--- src/rtl/lbr_pkg.sv ---
package lbr_pkg;

  localparam int BEAT_W = 4;
  localparam int LAT_W  = 3;

  typedef struct packed {
    logic [2:0]       sel;   // indicator placement code
    logic             len8;  // 1: eight beats, 0: four beats
    logic [LAT_W-1:0] lat;   // initial latency in clocks
    logic             sync;  // 1: burst mode enabled
  } lbr_cfg_t;

  localparam lbr_cfg_t CFG_RESET = '{sel: 3'b000, len8: 1'b0, lat: 3'd3, sync: 1'b0};

  typedef enum logic [1:0] {ST_IDLE, ST_LAT, ST_BURST} lbr_state_e;

  function automatic logic cfg_write_ok(input lbr_cfg_t c);
    return c.lat >= LAT_W'(2);
  endfunction

  function automatic logic [BEAT_W-1:0] burst_beats(input lbr_cfg_t c);
    return c.len8 ? BEAT_W'(8) : BEAT_W'(4);
  endfunction

  function automatic logic eob_hit(input lbr_cfg_t c, input logic [BEAT_W-1:0] beat);
    logic [BEAT_W-1:0] n;
    n = burst_beats(c);
    case (c.sel)
      3'b001:  return beat == n - BEAT_W'(1);
      3'b011:  return beat == n - BEAT_W'(2);
      default: return 1'b0;
    endcase
  endfunction

endpackage

--- src/rtl/lbr_cfg_reg.sv ---
module lbr_cfg_reg
  import lbr_pkg::*;
(
  input  logic       clk,
  input  logic       rst_n,
  input  logic       we,
  input  logic [7:0] wdata,
  output lbr_cfg_t   cfg
);

  lbr_cfg_t wr_word;
  assign wr_word = lbr_cfg_t'(wdata);

  always_ff @(posedge clk or negedge rst_n) begin
    if (!rst_n) begin
      cfg <= CFG_RESET;
    end else if (we && cfg_write_ok(wr_word)) begin
      cfg <= wr_word;
    end
  end

endmodule

--- src/rtl/lbr_seq.sv ---
module lbr_seq
  import lbr_pkg::*;
#(
  parameter int AW = 16
) (
  input  logic          clk,
  input  logic          rst_n,
  input  lbr_cfg_t      cfg,
  input  logic          ce_n,
  input  logic          adv_n,
  input  logic [AW-1:0] addr_in,
  output logic [AW-1:0] arr_addr,
  output logic          fire,
  output logic          eob_now
);

  lbr_state_e        state_q;
  lbr_cfg_t          act_q;     // configuration frozen at burst start
  logic [AW-1:0]     base_q;
  logic [BEAT_W-1:0] beat_q;
  logic [LAT_W-1:0]  lat_q;
  logic              start_w;
  logic              last_w;

  assign start_w  = !ce_n && !adv_n && cfg.sync;
  assign last_w   = beat_q == burst_beats(act_q) - BEAT_W'(1);
  assign fire     = (state_q == ST_BURST) && !ce_n && adv_n;
  assign arr_addr = base_q + AW'(beat_q);
  assign eob_now  = eob_hit(act_q, beat_q);

  always_ff @(posedge clk or negedge rst_n) begin
    if (!rst_n) begin
      state_q <= ST_IDLE;
      act_q   <= CFG_RESET;
      base_q  <= '0;
      beat_q  <= '0;
      lat_q   <= '0;
    end else if (ce_n) begin
      state_q <= ST_IDLE;
    end else if (start_w) begin
      state_q <= ST_LAT;
      act_q   <= cfg;
      base_q  <= addr_in;
      beat_q  <= '0;
      lat_q   <= cfg.lat - LAT_W'(1);
    end else begin
      case (state_q)
        ST_LAT: begin
          lat_q <= lat_q - LAT_W'(1);
          if (lat_q == LAT_W'(1)) state_q <= ST_BURST;
        end
        ST_BURST: begin
          if (last_w) state_q <= ST_IDLE;
          else        beat_q  <= beat_q + BEAT_W'(1);
        end
        default: state_q <= ST_IDLE;
      endcase
    end
  end

endmodule

--- src/rtl/lbr_out.sv ---
module lbr_out #(
  parameter int DW = 16
) (
  input  logic          clk,
  input  logic          rst_n,
  input  logic          fire,
  input  logic          eob_now,
  input  logic [DW-1:0] data_in,
  input  logic          oe_n,
  input  logic          ce_n,
  input  logic          sync,
  output logic [DW-1:0] dq_out,
  output logic          dq_oe,
  output logic          dvalid,
  output logic          eob_n,
  output logic          eob_oe
);

  logic eob_q;

  always_ff @(posedge clk or negedge rst_n) begin
    if (!rst_n) begin
      dvalid <= 1'b0;
      eob_q  <= 1'b0;
      dq_out <= '0;
    end else begin
      dvalid <= fire;
      eob_q  <= fire && eob_now;
      if (fire) dq_out <= data_in;
    end
  end

  assign dq_oe  = dvalid && !oe_n && !ce_n;
  assign eob_oe = !oe_n && !ce_n && sync;
  assign eob_n  = !eob_q;

endmodule

--- src/rtl/lbr_ctrl.sv ---
module lbr_ctrl
  import lbr_pkg::*;
#(
  parameter int AW = 16,
  parameter int DW = 16
) (
  input  logic          clk,
  input  logic          rst_n,
  input  logic          ce_n,
  input  logic          adv_n,
  input  logic          oe_n,
  input  logic [AW-1:0] addr_in,
  input  logic          cfg_we,
  input  logic [7:0]    cfg_wdata,
  output logic [AW-1:0] arr_addr,
  input  logic [DW-1:0] data_in,
  output logic [DW-1:0] dq_out,
  output logic          dq_oe,
  output logic          dvalid,
  output logic          eob_n,
  output logic          eob_oe
);

  lbr_cfg_t cfg_q;
  logic     fire_w;
  logic     eob_now_w;

  lbr_cfg_reg u_cfg (
    .clk   (clk),
    .rst_n (rst_n),
    .we    (cfg_we),
    .wdata (cfg_wdata),
    .cfg   (cfg_q)
  );

  lbr_seq #(.AW(AW)) u_seq (
    .clk      (clk),
    .rst_n    (rst_n),
    .cfg      (cfg_q),
    .ce_n     (ce_n),
    .adv_n    (adv_n),
    .addr_in  (addr_in),
    .arr_addr (arr_addr),
    .fire     (fire_w),
    .eob_now  (eob_now_w)
  );

  lbr_out #(.DW(DW)) u_out (
    .clk     (clk),
    .rst_n   (rst_n),
    .fire    (fire_w),
    .eob_now (eob_now_w),
    .data_in (data_in),
    .oe_n    (oe_n),
    .ce_n    (ce_n),
    .sync    (cfg_q.sync),
    .dq_out  (dq_out),
    .dq_oe   (dq_oe),
    .dvalid  (dvalid),
    .eob_n   (eob_n),
    .eob_oe  (eob_oe)
  );

endmodule

--- config.mk ---
export PLATFORM = sky130hd
export DESIGN_NAME = lbr_ctrl
export DESIGN_NICKNAME = d
export VERILOG_FILES = /design/src/rtl/lbr_pkg.sv /design/src/rtl/lbr_cfg_reg.sv /design/src/rtl/lbr_seq.sv /design/src/rtl/lbr_out.sv /design/src/rtl/lbr_ctrl.sv
export SDC_FILE = /design/constraint.sdc
export NUM_CORES = 1
export LEC_CHECK = 0
export ABC_AREA = 1
export BUFFER_PORTS_ARGS = -buffer_cell sky130_fd_sc_hd__clkbuf_2
export CELL_PAD_IN_SITES_DETAIL_PLACEMENT = 0
export CELL_PAD_IN_SITES_GLOBAL_PLACEMENT = 1
export CORE_ASPECT_RATIO = 1.25
export CORE_MARGIN = 2
export CORE_UTILIZATION = 30
export CTS_BUF_LIST = sky130_fd_sc_hd__clkbuf_16
export CTS_CLUSTER_SIZE = 8
export DETAILED_ROUTE_END_ITERATION = 8
export GPL_TIMING_DRIVEN = 0
export PLACE_DENSITY = 0.63
export SLEW_MARGIN = 20
export SYNTH_ARGS = -nofsm -noshare
export SYNTH_HDL_FRONTEND = slang
export SYNTH_HIERARCHICAL = 1
export SYNTH_SLANG_ARGS = --single-unit
--- constraint.sdc ---
create_clock -name clk -period 2.39 [get_ports clk]
set_input_delay 0.3585 -clock clk [delete_from_list [all_inputs] [get_ports clk]]
set_output_delay 0.3585 -clock clk [all_outputs]
set_load 0.01 [all_outputs]
Word-level counts from Yosys, hierarchy flattened:

Index checks and enable logic that the tools add are counted.

* multiplexer cells: 12
* equality and inequality tests: 10
* bitwise gates (word level): 1
* $mul: 0
* divide/modulo/power cells: 0
* order comparisons: 1
* shift-type cells: 0
* reductions and logical operators: 20
* add/subtract/negate cells: 6

Operators with widths (count)
* 16-bit by 4-bit adder with 16-bit output: 1
* 4-bit two-way mux: 4
* 1-bit logical AND: 10
* 4-bit equality test: 2
* 2-bit two-way mux: 4
* 4-bit by 2-bit != test with 1-bit output, second input constant: 2
* 3-bit by 1-bit equality test with 1-bit output, second input constant: 2
* 3-bit two-way mux: 2
* 2-bit AND reduction: 3
* 3-bit by 1-bit subtractor with 3-bit output, second input constant: 2
* 4-bit by 1-bit adder with 4-bit output, second input constant: 1
* 1-bit zero test: 4
* 2-bit one-hot mux with 2 select lines: 1
* 2-bit nonzero test: 2
* 4-bit by 1-bit subtractor with 4-bit output, second input constant: 1
* 4-bit by 2-bit subtractor with 4-bit output, second input constant: 1
* 3-bit by 2-bit equality test with 1-bit output, second input constant: 1
* 3-bit by 2-bit greater-or-equal comparator with 1-bit output, second input constant: 1
* 3-bit AND reduction: 1
* 2-bit by 1-bit equality test with 1-bit output, second input constant: 1
* 2-bit equality test, second input constant: 1
* 2-bit by 1-bit != test with 1-bit output, second input constant: 1
* 1-bit one-hot mux with 2 select lines: 1
* 1-bit NOT: 1

* latch bits: 0
* flip-flop bits (word level): 55
* output and inout port bits: 36
* word-level logic and storage cells: 63
* memory bits (read-only): 0
* memories: 0
* bits of input ports: 46
* memory bits (writable): 0

Logic depth before layout (Yosys ltp):

* depth after elaboration: 7
* mapped depth: 8
* gate-level depth less buffers: 8

Cells and area by module:

The synthesis kept the hierarchy.

Modules (own cells, without submodules)
* lbr_seq: seq. area each 725.7 sq um, cells each 254, area an instance 1858.0 sq um, instances 1
* lbr_out: seq. area each 450.4 sq um, cells each 80, area an instance 732.0 sq um, instances 1
* lbr_cfg_reg: seq. area each 202.7 sq um, cells each 33, area an instance 316.6 sq um, instances 1

Worst setup path before layout:

Ideal clock, no wire load.

* path kind: reg2out
* from: register u_seq.beat_q[0]
* to: output port arr_addr[8]
* buffers on the path: 0
* data arrival time: 1508 ps
* data required time: 2032 ps
* cell stages (with the launch flop): 7
* slack: 524 ps
* path through: dfrtp_1 > ha_1 > fa_1 > nand3_1 > nand2_2 > nand2_1 > xor2_1

* cells in the longest elaborated chain, start to end: 1

Ends and longest elaborated chain
* start, declared: line lbr_seq.sv:20 `logic [BEAT_W-1:0] beat_q;`
* start signal, assigned: line lbr_seq.sv:54 `else beat_q <= beat_q + BEAT_W'(1);`
* 16-bit by 4-bit adder with 16-bit output: line lbr_seq.sv:28 `assign arr_addr = base_q + AW'(beat_q);`
* end, declared: line lbr_ctrl.sv:15 `output logic [AW-1:0] arr_addr,`

Every way passes these cells.

Worst setup path in the final report:

* from: register u_seq.base_q[0]
* to: output port arr_addr[10]

* cells in the longest elaborated chain, start to end: 1

Ends and longest elaborated chain
* start, declared: line lbr_seq.sv:19 `logic [AW-1:0] base_q;`
* start signal, assigned: line lbr_seq.sv:43 `base_q <= addr_in;`
* 16-bit by 4-bit adder with 16-bit output: line lbr_seq.sv:28

Every way passes these cells.

==> impl_metrics.json <==
{
  "placed_cell_area_mm2": 0.003500,
  "r2r-start": "u_seq/beat_q[0]",
  "hold_depth": 3,
  "max-clock-path-buffers": 2,
  "io_pins": 82,
  "drt-total-wl_um": 7128,
  "crit_top_cell": "nand2_1",
  "avgSynthCellArea_um2": 7.920,
  "rows": 40,
  "synth_top_family_by_area": "simple AND/OR/NAND/NOR gates",
  "crit_path_top_delay_cell": "dfrtp_1",
  "powerDensity_mw_per_mm2": 847.8,
  "min_period_over_period_pct": 94.69,
  "cts_tree": "done",
  "drt_iter0_markers": 117,
  "cts_sinks": 55,
  "antenna_found_initial": 0,
  "crit_cells": 9,
  "grt_first_pass_wirelength_um": 11960,
  "fp.coreArea_mm2": 0.009509,
  "synth-simple-area-share_pct": 33.79,
  "final_cells": 585,
  "grt_use_total_pct": 14.19,
  "worstSetupPathType": "register to output pin",
  "switchingPower_w": 0.001107,
  "dp_cells": 575,
  "ys_seq_area_share_pct": 47.44,
  "hp-class": "primary input to register",
  "synth_xor_xnor_area_share_pct": 3.013,
  "cts_buffers": 5,
  "whs_ns": 0.2390,
  "synthCells": 367,
  "ys_seq_elements": 55,
  "post_drt_via_cell_ratio": 4.344,
  "synth_compound_gate_area_share_pct": 3.315,
  "combPwrFrac_pct": 31.5,
  "antenna_cells": 0,
  "initial_utilization_pct": 30.57,
  "setup_violations": 0,
  "ant_nets": 0,
  "cp_top_family": "adder cells",
  "cts-root-buf": "clkbuf_16",
  "worstMarginPinSlew_ns": 0.3747,
  "leakage_nw": 2.086,
  "slew_violations": 0,
  "drive_above_1_share_pct": 26.58,
  "synth_mux_area_share_pct": 0,
  "grt_max_degree": 44,
  "die_y_um": 114.1,
  "cp_max_fo": 4,
  "clk_latency_ns": 0.30,
  "nets": 514,
  "min-delay-start": "cfg_wdata[1]",
  "cts.clk_slew.worst_paths_ns": 0.08,
  "drc": 0,
  "die_width_um": 92.04,
  "wire_per_inst_um": 12.18,
  "firstDrtPassIters": 4,
  "final_area_mm2": 0.003686,
  "syn_to_final_growth_pct": 26.82,
  "rsz0062_at_grt": "true",
  "status": "complete, no violations",
  "worstRegToRegCells": 7,
  "cp-end-kind": "output pin",
  "crit_chain": "ha_1, fa_2, nand3_2, nand2_2, nand3_1, nor2_1, nand2_1, nand2_1, clkbuf_2",
  "finalCriticalPeriod_ns": 2.263,
  "die-area_mm2": 0.01050,
  "synthesis.area_mm2": 0.002907,
  "fin_util_pct": 38.76,
  "cp-start-kind": "register",
  "first_global_vias": 2509,
  "skew_ns": 0.008753,
  "p_int_w": 0.002018,
  "critPathLaunch": "u_seq/base_q[0]",
  "num_vias": 2541,
  "routabilityCongestion": 0.8225,
  "fmax_mhz": 441.9,
  "dpl.hpwl_um": 5453,
  "crit_buf_inv": 1,
  "crit_arrival_ns": 1.90,
  "required_ns": 2.03,
  "htree_levels": 2,
  "synth_warnings": 6,
  "layout_commonest_cell": "nand2_1",
  "synthAdderAreaFrac_pct": 4.563,
  "cp_slowest_stage_delay_ns": 0.40,
  "swShare_pct": 35.43,
  "port_buffers": 81,
  "synth_nets": 423,
  "final_cell_mix": "nand2_1 (162), clkbuf_2 (80), dfrtp_1 (52)",
  "pwr-share-seq_pct": 44.6,
  "vdd_drop_max_mv": 0.3450,
  "hold_violations": 0,
  "cap_violations": 0,
  "yosysUniqueCellTypes": 30,
  "clkPwrFrac_pct": 23.9,
  "timing.slew.headroom_pct": 74.83,
  "grt-ovfl-total": 0
}
==> routing by layer <==
metal	global-route usage, %	routed length (µm)	vias to the layer above	part of all wire (%)
met2	25.34	3496	57	49
li1	-	-	1325	-
met5	0	0	-	0
met3	2.831	309	8	4.3
met4	4.080	113	0	1.6
met1	17.37	3209	1151	45
==> cell usage after synthesis (all sizes together) <==
cell      n  area share (%)
nand2   172              23
dfrtp    53              46
inv      33             4.4
nand3    31             5.5
nor2     15             2.0
buf      10             3.4
ha        9             3.9
o21ai     9             1.5
xor2      9             2.7
a21oi     7             1.2
nand4     5             1.1
nand3b    3            0.77
dfstp     2             1.8
nor3      2            0.52
or2       2            0.43
fa        1            0.69
nor4      1            0.22
o211ai    1            0.26
o221ai    1            0.30
xnor2     1            0.30
==> power by group through the flow <==
stage / Sequential, W / Clock (W) / Combinational (W)
finish: 0.00139 / 0.000747 / 0.000984
global route: 0.00144 / 0.000815 / 0.00113
CTS: 0.00139 / 0.000771 / 0.000998
detailed placement: 0.00142 / 0 / 0.000977
global placement: 0.00141 / 0 / 0.000959
floorplan: 0.00142 / 0 / 0.000552
==> per-stage QoR <==
| step | setup WS, ns | setup TNS (ns) | total power (W) |
|---|---|---|---|
| floorplan | 0.5238 | 0 | 0.001975 |
| global placement | 0.3347 | 0 | 0.002368 |
| detailed placement | 0.3211 | 0 | 0.002392 |
| CTS | 0.02489 | 0 | 0.003164 |
| global route | -0.006430 | -0.006430 | 0.003385 |
| finish | 0.1270 | 0 | 0.003125 |
==> cells by family after synthesis <==
group,Yosys count
simple gates,231
compound gates,18
flops,55
xor+xnor,10
buf+inv,43
fa+ha+maj,10
==> area by class of cell <==
type	instances	area (µm²)
fill	1009	5823
sequential	55	1380
multi-input combinational	269	1319
timing repair buffer	84	452.9
tap	126	157.7
inverter	33	128.9
clock buffer	5	125.1
buffer	10	100.1
clock inverter	3	22.52
==> final timing paths <==
kind                                    end  slack, ns
max                            arr_addr[10]       0.13
min                            u_cfg/cfg[1]       0.24
max reg2reg                 u_seq/beat_q[0]       1.01
min reg2reg                    u_cfg/cfg[2]       0.47
max in group asynchronous      u_cfg/cfg[1]       1.36
min in group asynchronous  u_seq/base_q[13]       0.48
==> tightest hold or removal path, stage by stage <==
cell and delay, ns:
clkbuf_2 0.08, nand2_1 0.05, nand2_1 0.04
==> registers in the layout, indices dropped and copies added (netlist names) <==
register and count:
u_cfg/cfg 8, u_out/dq_out 16, u_out/dvalid 1, u_out/eob_q 1, u_seq/act_q 4, u_seq/base_q 16, u_seq/beat_q 4, u_seq/lat_q 3
u_seq/state_q 2
==> what timing repair did <==
item | CTS | global route
pin swaps | 0 | 0
setup endpoints to repair | 1 | 8
resized for setup | 0 | 4
buffers inserted | 1 | 0
cloned | 0 | 0
hold endpoints to repair | 12 | 0
hold buffers | 1 | 0
No activity file was read; power rests on OpenSTA's default activity.
